File: src/rtl/pickup_seq_pkg.sv
package pickup_seq_pkg;

   typedef enum logic [2:0] {
      CMD_STOP   = 3'd0,
      CMD_FOCUS  = 3'd1,
      CMD_JUMP1  = 3'd2,
      CMD_JUMP10 = 3'd3,
      CMD_JUMP2N = 3'd4,
      CMD_MOVE   = 3'd5
   } cmd_e;

   typedef enum logic [3:0] {
      ST_IDLE,
      ST_F_SEARCH,
      ST_F_HOLD,
      ST_F_FALL,
      ST_BLIND,
      ST_COUNT,
      ST_BRAKE_B,
      ST_BRAKE_C,
      ST_KICK_D
   } state_e;

   localparam int JUMP10_CROSSINGS = 5;

endpackage

File: src/rtl/pickup_seq_timer.sv
module pickup_seq_timer #(
   parameter int TICK_DIV = 4,
   parameter int TIME_W   = 8
) (
   input  logic              clk,
   input  logic              rst_n,
   input  logic              load,
   input  logic [TIME_W-1:0] load_val,
   output logic              time_up
);
   localparam int PRE_W = (TICK_DIV > 1) ? $clog2(TICK_DIV) : 1;
   localparam bit POW2  = (TICK_DIV & (TICK_DIV - 1)) == 0;

   logic [PRE_W-1:0]  pre_q;
   logic [TIME_W-1:0] rem_q;
   logic              tick;

   generate
      if (TICK_DIV < 2) begin : g_bad_div
         $error("pickup_seq_timer: TICK_DIV must be at least 2");
      end
      if (POW2) begin : g_tick_pow2
         assign tick = &pre_q;
      end else begin : g_tick_cmp
         assign tick = (pre_q == PRE_W'(TICK_DIV - 1));
      end
   endgenerate

   always_ff @(posedge clk or negedge rst_n) begin
      if (!rst_n) begin
         pre_q <= '0;
         rem_q <= '0;
      end else if (load) begin
         pre_q <= '0;
         rem_q <= load_val;
      end else if (rem_q != '0) begin
         if (tick) begin
            pre_q <= '0;
            rem_q <= rem_q - TIME_W'(1);
         end else begin
            pre_q <= pre_q + PRE_W'(1);
         end
      end
   end

   // Expiry lands on the edge that would take the count to zero, so a
   // load of W ticks lasts exactly W*TICK_DIV cycles in the caller's state.
   assign time_up = (rem_q == '0) || ((rem_q == TIME_W'(1)) && tick);


   rem_hold_chk: assert property (@(posedge clk) disable iff (!rst_n)
      !load |=> (rem_q <= $past(rem_q)));

endmodule

File: src/rtl/pickup_seq_xcount.sv
module pickup_seq_xcount #(
   parameter int CNT_W = 16
) (
   input  logic             clk,
   input  logic             rst_n,
   input  logic             enable,
   input  logic             pulse,
   input  logic [CNT_W-1:0] target,
   output logic             xedge,
   output logic             hit
);
   logic             prev_q;
   logic [CNT_W-1:0] cnt_q;

   assign xedge = pulse & ~prev_q;
   // A target of zero wraps to the full 2^CNT_W count.
   assign hit   = enable & xedge & (cnt_q == (target - CNT_W'(1)));

   always_ff @(posedge clk or negedge rst_n) begin
      if (!rst_n) begin
         prev_q <= 1'b0;
         cnt_q  <= '0;
      end else begin
         prev_q <= pulse;
         if (!enable)
            cnt_q <= '0;
         else if (xedge)
            cnt_q <= cnt_q + CNT_W'(1);
      end
   end


   blind_clear_chk: assert property (@(posedge clk) disable iff (!rst_n)
      !enable |=> (cnt_q == '0));

endmodule

File: src/rtl/pickup_seq.sv
module pickup_seq
   import pickup_seq_pkg::*;
#(
   parameter int TICK_DIV = 4,
   parameter int TIME_W   = 8,
   parameter int CNT_W    = 16
) (
   input  logic              clk,
   input  logic              rst_n,
   input  logic              cmd_valid,
   input  logic [2:0]        cmd_code,
   input  logic              cmd_dir,
   input  logic [CNT_W-1:0]  track_n,
   input  logic [TIME_W-1:0] wait_a,
   input  logic [TIME_W-1:0] wait_b,
   input  logic [TIME_W-1:0] wait_c,
   input  logic [TIME_W-1:0] wait_d,
   input  logic [TIME_W-1:0] wait_e,
   input  logic              focus_ok,
   input  logic              focus_zc,
   input  logic              cross_pulse,
   output logic              focus_search,
   output logic              focus_on,
   output logic              track_on,
   output logic              sled_on,
   output logic              track_kick_fwd,
   output logic              track_kick_rev,
   output logic              sled_kick_fwd,
   output logic              sled_kick_rev,
   output logic              busy,
   output logic              done
);
   generate
      if (CNT_W < 3) begin : g_bad_cnt
         $error("pickup_seq: CNT_W must hold the ten-track count");
      end
      if (TIME_W < 1) begin : g_bad_time
         $error("pickup_seq: TIME_W must be positive");
      end
   endgenerate

   state_e            state_q, state_d;
   cmd_e              kind_q, kind_d;
   logic              dir_q, dir_d;
   logic              focus_q, focus_d;
   logic              trk_q, trk_d;
   logic              sled_q, sled_d;
   logic              done_q, done_d;
   logic              tmr_load;
   logic [TIME_W-1:0] tmr_val;
   logic              time_up;
   logic              cnt_en, xedge, hit;
   logic [CNT_W-1:0]  target;

   pickup_seq_timer #(.TICK_DIV(TICK_DIV), .TIME_W(TIME_W)) u_timer (
      .clk      (clk),
      .rst_n    (rst_n),
      .load     (tmr_load),
      .load_val (tmr_val),
      .time_up  (time_up)
   );

   always_comb begin
      case (kind_q)
         CMD_JUMP1:  target = CNT_W'(1);
         CMD_JUMP10: target = CNT_W'(JUMP10_CROSSINGS);
         default:    target = track_n;
      endcase
   end

   assign cnt_en = (state_q == ST_COUNT);

   pickup_seq_xcount #(.CNT_W(CNT_W)) u_xcount (
      .clk    (clk),
      .rst_n  (rst_n),
      .enable (cnt_en),
      .pulse  (cross_pulse),
      .target (target),
      .xedge  (xedge),
      .hit    (hit)
   );

   always_comb begin
      state_d  = state_q;
      kind_d   = kind_q;
      dir_d    = dir_q;
      focus_d  = focus_q;
      trk_d    = trk_q;
      sled_d   = sled_q;
      done_d   = 1'b0;
      tmr_load = 1'b0;
      tmr_val  = wait_a;
      if (cmd_valid) begin
         dir_d = cmd_dir;
         case (cmd_e'(cmd_code))
            CMD_FOCUS: begin
               kind_d  = CMD_FOCUS;
               state_d = ST_F_SEARCH;
               focus_d = 1'b0;
            end
            CMD_JUMP1, CMD_JUMP10, CMD_JUMP2N, CMD_MOVE: begin
               kind_d   = cmd_e'(cmd_code);
               state_d  = ST_BLIND;
               tmr_load = 1'b1;
               tmr_val  = wait_a;
               trk_d    = 1'b0;
               sled_d   = 1'b0;
            end
            default: state_d = ST_IDLE;
         endcase
      end else begin
         case (state_q)
            ST_F_SEARCH:
               if (focus_ok) begin
                  state_d  = ST_F_HOLD;
                  tmr_load = 1'b1;
                  tmr_val  = wait_e;
               end
            ST_F_HOLD:
               if (!focus_zc) begin
                  tmr_load = 1'b1;
                  tmr_val  = wait_e;
               end else if (time_up) begin
                  state_d = ST_F_FALL;
               end
            ST_F_FALL:
               if (!focus_zc) begin
                  focus_d = 1'b1;
                  done_d  = 1'b1;
                  state_d = ST_IDLE;
               end
            ST_BLIND:
               if (time_up) state_d = ST_COUNT;
            ST_COUNT:
               if (hit) begin
                  case (kind_q)
                     CMD_JUMP1: begin
                        state_d  = ST_BRAKE_B;
                        tmr_load = 1'b1;
                        tmr_val  = wait_b;
                     end
                     CMD_JUMP10, CMD_JUMP2N: begin
                        state_d  = ST_BRAKE_C;
                        tmr_load = 1'b1;
                        tmr_val  = wait_c;
                     end
                     default: begin
                        trk_d   = 1'b0;
                        sled_d  = 1'b0;
                        done_d  = 1'b1;
                        state_d = ST_IDLE;
                     end
                  endcase
               end
            ST_BRAKE_B:
               if (time_up) begin
                  trk_d   = 1'b1;
                  sled_d  = 1'b1;
                  done_d  = 1'b1;
                  state_d = ST_IDLE;
               end
            ST_BRAKE_C:
               if (xedge) begin
                  tmr_load = 1'b1;
                  tmr_val  = wait_c;
               end else if (time_up) begin
                  trk_d = 1'b1;
                  if (kind_q == CMD_JUMP2N) begin
                     state_d  = ST_KICK_D;
                     tmr_load = 1'b1;
                     tmr_val  = wait_d;
                  end else begin
                     sled_d  = 1'b1;
                     done_d  = 1'b1;
                     state_d = ST_IDLE;
                  end
               end
            ST_KICK_D:
               if (time_up) begin
                  sled_d  = 1'b1;
                  done_d  = 1'b1;
                  state_d = ST_IDLE;
               end
            default: state_d = ST_IDLE;
         endcase
      end
   end

   always_ff @(posedge clk or negedge rst_n) begin
      if (!rst_n) begin
         state_q <= ST_IDLE;
         kind_q  <= CMD_STOP;
         dir_q   <= 1'b0;
         focus_q <= 1'b0;
         trk_q   <= 1'b0;
         sled_q  <= 1'b0;
         done_q  <= 1'b0;
      end else begin
         state_q <= state_d;
         kind_q  <= kind_d;
         dir_q   <= dir_d;
         focus_q <= focus_d;
         trk_q   <= trk_d;
         sled_q  <= sled_d;
         done_q  <= done_d;
      end
   end

   logic jump_ph, brake_ph, trk_jump, sled_act;

   assign jump_ph  = (state_q == ST_BLIND) || (state_q == ST_COUNT);
   assign brake_ph = (state_q == ST_BRAKE_B) || (state_q == ST_BRAKE_C);
   assign trk_jump = jump_ph && (kind_q != CMD_MOVE);
   assign sled_act = (jump_ph && ((kind_q == CMD_JUMP2N) || (kind_q == CMD_MOVE)))
                  || ((kind_q == CMD_JUMP2N) &&
                      ((state_q == ST_BRAKE_C) || (state_q == ST_KICK_D)));

   assign track_kick_fwd = (trk_jump & ~dir_q) | (brake_ph &  dir_q);
   assign track_kick_rev = (trk_jump &  dir_q) | (brake_ph & ~dir_q);
   assign sled_kick_fwd  = sled_act & ~dir_q;
   assign sled_kick_rev  = sled_act &  dir_q;
   assign focus_search   = (state_q == ST_F_SEARCH) || (state_q == ST_F_HOLD)
                        || (state_q == ST_F_FALL);
   assign focus_on       = focus_q;
   assign track_on       = trk_q;
   assign sled_on        = sled_q;
   assign busy           = (state_q != ST_IDLE);
   assign done           = done_q;


   kick_excl_chk: assert property (@(posedge clk) disable iff (!rst_n)
      !(track_kick_fwd && track_kick_rev) && !(sled_kick_fwd && sled_kick_rev));


   kick_servo_chk: assert property (@(posedge clk) disable iff (!rst_n)
      ((track_kick_fwd || track_kick_rev) |-> !track_on) and
      ((sled_kick_fwd || sled_kick_rev) |-> !sled_on));


   done_pulse_chk: assert property (@(posedge clk) disable iff (!rst_n)
      done |=> !done);


   done_idle_chk: assert property (@(posedge clk) disable iff (!rst_n)
      done |-> !busy);


   focus_rise_chk: assert property (@(posedge clk) disable iff (!rst_n)
      $rose(focus_on) |-> ($past(focus_search) && !$past(focus_zc)));

endmodule

File: config.mk
export PLATFORM = sky130hd
export DESIGN_NAME = pickup_seq
export DESIGN_NICKNAME = d
export VERILOG_FILES = /design/src/rtl/pickup_seq_pkg.sv /design/src/rtl/pickup_seq_timer.sv /design/src/rtl/pickup_seq_xcount.sv /design/src/rtl/pickup_seq.sv
export SDC_FILE = /design/constraint.sdc
export NUM_CORES = 1
export LEC_CHECK = 0
export ABC_AREA = 1
export BUFFER_PORTS_ARGS = -buffer_cell sky130_fd_sc_hd__buf_2
export CAP_MARGIN = 20
export CORE_MARGIN = 2
export CORE_UTILIZATION = 40
export CTS_CLUSTER_DIAMETER = 150
export DETAILED_ROUTE_END_ITERATION = 7
export PLACE_DENSITY = 0.71
export SLEW_MARGIN = 20
export SYNTH_ARGS = -nofsm -noshare
export SYNTH_HDL_FRONTEND = slang
export SYNTH_SLANG_ARGS = --single-unit
File: constraint.sdc
create_clock -name clk -period 3.32 [get_ports clk]
set_input_delay 0.664 -clock clk [delete_from_list [all_inputs] [get_ports clk]]
set_output_delay 0.664 -clock clk [all_outputs]
set_load 0.03 [all_outputs]
==> impl_metrics.json <==
{
  "outcome": "finished clean",
  "crit_arrival_ns": 3.13,
  "synthSimpleGateAreaFrac": 0.434,
  "synth_fa_ha_area_frac": 0.0213,
  "synthCells": 685,
  "max-clock-path-buffers": 2,
  "synth_compound_area_frac": 0.161,
  "ctsResizeCount": 0,
  "ys_seq_area_frac": 0.238,
  "diodes": 0,
  "postCtsSetupBuffers": 0,
  "route.detailed.drc": 0,
  "fmax_mhz": 340,
  "start_util": 0.416,
  "synthTopCellsByArea": "dfrtp_1, nand2_1, inv_1, nand3_1, nor2_1",
  "cp-start-kind": "flip-flop",
  "hold_violations": 0,
  "detail_route.vias_per_cell": 5.34,
  "synth_top_family_by_area": "simple AND/OR/NAND/NOR gates",
  "dpl_worst_slack_ns": 0.129,
  "cts_tree": "built",
  "leakage_nw": 2.48,
  "rsz0062_at_grt": "no",
  "fin_crit_sh": 0.885,
  "place_hpwl_um": 10100,
  "cts_buffers": 5,
  "period_needed_ns": 2.94,
  "finalCoreUtilization": 0.481,
  "grt_overflow": 0,
  "n_fill_cell": 1059,
  "required_ns": 3.51,
  "worst_path_most_repeated_cell": "nand2_1",
  "insertion_delay_ns": 0.30,
  "grt_pass1_wl_um": 21600,
  "fin_ws_ns": 0.381,
  "cap_violations": 0,
  "hp-start": "cross_pulse",
  "finalWirelength_um": 12800,
  "yosys.cell_types.count": 36,
  "grt_max_degree": 40,
  "yosys_warnings": 0,
  "placed_cell_area_um2": 4650,
  "place.gp.congestion": 0.948,
  "r2r_cells": 17,
  "cp_max_fo": 21,
  "core_area_um2": 9860,
  "htreeDepth": 2,
  "synth_top_area_frac": 0.238,
  "port_buffers": 75,
  "ir_drop_v": 0.000411,
  "layout-drive-gt1-share": 0.175,
  "skew_ns": 0.00958,
  "num_vias": 4791,
  "drt.antenna.violating_nets": 0,
  "avgRoutedWirePerCell_um": 14.2,
  "hold_path_end": "u_xcount.prev_q",
  "r2r_start": "kind_q[1]",
  "power_density_nw_per_um2": 464,
  "path_buf_inv": 2,
  "cts.sinks": 39,
  "register_area_um2": 976,
  "root_buffer": "clkbuf_8",
  "dieHeight_um": 105,
  "synth-xor-area-share": 0.0299,
  "grt_pass1_vias": 4636,
  "dieArea_um2": 11100,
  "hp-class": "input pin to flip-flop",
  "worstMarginPinSlew_ns": 0.964,
  "drt_pass1_iterations": 7,
  "worst_setup_path_end_kind": "flip-flop",
  "critical_path.top_delay_family": "simple AND/OR/NAND/NOR gates",
  "ioPinCount": 76,
  "max_stage_delay_ns": 0.51,
  "cpMaxStageDelayCell": "dfrtp_1",
  "synthesis.area_um2": 4110,
  "clk_pin_slew_worst_paths_ns": 0.08,
  "ys_ff_latch": 39,
  "timing.rr.end": "track_on",
  "crit_type": "flip-flop to flip-flop",
  "reg2reg_slack_ns": 0.38,
  "drt_iter0_drc": 391,
  "nNetsFinal": 838,
  "die_w_um": 105,
  "row_count": 36,
  "antenna_found_initial": 0,
  "fin_setup_tns_ns": 0,
  "holdPathStages": 1,
  "multi_input_area_um2": 2690,
  "holdBufCountCts": 0,
  "track_usage": 0.237,
  "syn_nets": 758,
  "fin_area_um2": 4750,
  "setup_violations": 0,
  "avgSynthCellArea_um2": 5.99,
  "syn_to_final_growth_pct": 15.6,
  "drv_slew": 0,
  "worstPathCellList": "nand2_8 -> nand2_2 -> inv_1 -> ha_1 -> xnor2_1 -> a21oi_1 -> nand3_1 -> nor3_2 -> nand2_1 -> inv_1 -> nand2_1 -> nor2_1 -> nand2_1 -> nand3_2 -> nand4_1 -> nor2_1 -> a21oi_1",
  "synthMuxAreaShare": 0.00274,
  "yosysTopAreaCell": "dfrtp_1",
  "relSlewSlack": 0.358
}
-- placed cells by master (no fill, tap or decap), drive strengths merged, types with 16 or more instances in the layout --
cell	instances
buf	83
dfrtp	39
nand2	218
nor3	17
nor2	76
o21ai	47
a22oi	16
a21oi	37
inv	102
nand3	57
nand4	18
-- how the worst max path moves through the flow --
stage | start | endpoint | slack, ns | cells after the start
finish | kind_q[1] | track_on | 0.38 | 17
global route | kind_q[1] | u_timer.rem_q[2] | 0.002 | 19
CTS | kind_q[1] | u_timer.rem_q[1] | 0.31 | 19
detailed placement | track_n[0] | u_timer.rem_q[1] | 0.13 | 20
global placement | track_n[0] | track_on | 0.21 | 18
floorplan | kind_q[1] | u_timer.rem_q[2] | 0.71 | 20
-- where the power goes --
group,internal (mW),leakage (nW),switching (mW)
clock,0.144,0.0440,0.187
combinational,0.396,1.93,0.811
sequential,0.569,0.510,0.0962
-- metrics by stage --
stage / power [mW] / instances / hold slack (ns)
global placement: 1.83 / 891 / 0.480
detailed placement: 1.85 / 891 / 0.493
global route: 2.40 / 898 / 0.476
floorplan: 1.54 / 685 / 0.368
CTS: 2.19 / 898 / 0.469
finish: 2.20 / 898 / 0.479
-- synth_stat cells --
| master | number |
|---|---|
| inv_1 | 98 |
| nor2_4 | 5 |
| o21ai_0 | 35 |
| and3_1 | 1 |
| a21boi_0 | 2 |
| nand2_1 | 208 |
| clkinv_1 | 5 |
| o21ai_1 | 7 |
| o21bai_1 | 1 |
| inv_2 | 4 |
| mux2_2 | 1 |
| nand3_2 | 6 |
| nand2_4 | 1 |
| nand4_4 | 2 |
| o211ai_1 | 8 |
| nand3_1 | 51 |
| ha_1 | 7 |
| nor2_2 | 8 |
| clkbuf_1 | 6 |
| buf_6 | 3 |
| a211oi_1 | 1 |
| nand4_1 | 16 |
| dfrtp_1 | 39 |
| o21a_1 | 1 |
| nor2_1 | 63 |
| a31oi_1 | 1 |
| nor3_1 | 17 |
| a21oi_1 | 37 |
| buf_2 | 1 |
| xor2_1 | 9 |
| xnor2_1 | 5 |
| nand2_2 | 9 |
| nor4_1 | 2 |
| o21ai_2 | 5 |
| a22oi_1 | 16 |
| nand3b_1 | 4 |
-- worst reg2reg max path, stage by stage, from the launching register on --
cell and delay (ns):
dfrtp_1 0.51, nand2_8 0.16, nand2_2 0.12, inv_1 0.05
ha_1 0.29, xnor2_1 0.14, a21oi_1 0.12, nand3_1 0.10
nor3_2 0.20, nand2_1 0.08, inv_1 0.05, nand2_1 0.05
nor2_1 0.26, nand2_1 0.20, nand3_2 0.14, nand4_1 0.14
nor2_1 0.16, a21oi_1 0.06
-- layer usage --
layer  vias to the layer above  part of all wire  GRT usage
met1                      2185              0.45      0.316
met2                       201              0.46      0.383
met5                         -                 0          0
li1                       2375                 -          -
met4                         0             0.027     0.0905
met3                        30             0.062     0.0371
-- layout make-up --
| type | instances | area share |
|---|---|---|
| clock inverter | 2 | 0.00290 |
| timing repair buffer | 83 | 0.0917 |
| multi-input combinational | 529 | 0.566 |
| inverter | 107 | 0.0846 |
| clock buffer | 5 | 0.0145 |
| tap | 133 | 0.0350 |
| sequential | 39 | 0.206 |
-- sequential cells by signal (all words and copies together) (netlist names) --
signal / cells
state_q: 4
done: 1
dir_q: 1
u_xcount.prev_q: 1
u_timer.pre_q: 2
u_timer.rem_q: 8
focus_on: 1
sled_on: 1
track_on: 1
kind_q: 3
u_xcount.cnt_q: 16
-- kinds of logic after synthesis --
kind of cell | count (synthesis)
AND/OR/NAND/NOR | 393
buffers and inverters | 117
AO/OA/AOI/OAI | 114
flip-flops | 39
XOR/XNOR | 14
adder cells (fa/ha/maj) | 7
multiplexers | 1
Note: power is estimated with default switching activity, not from simulation.
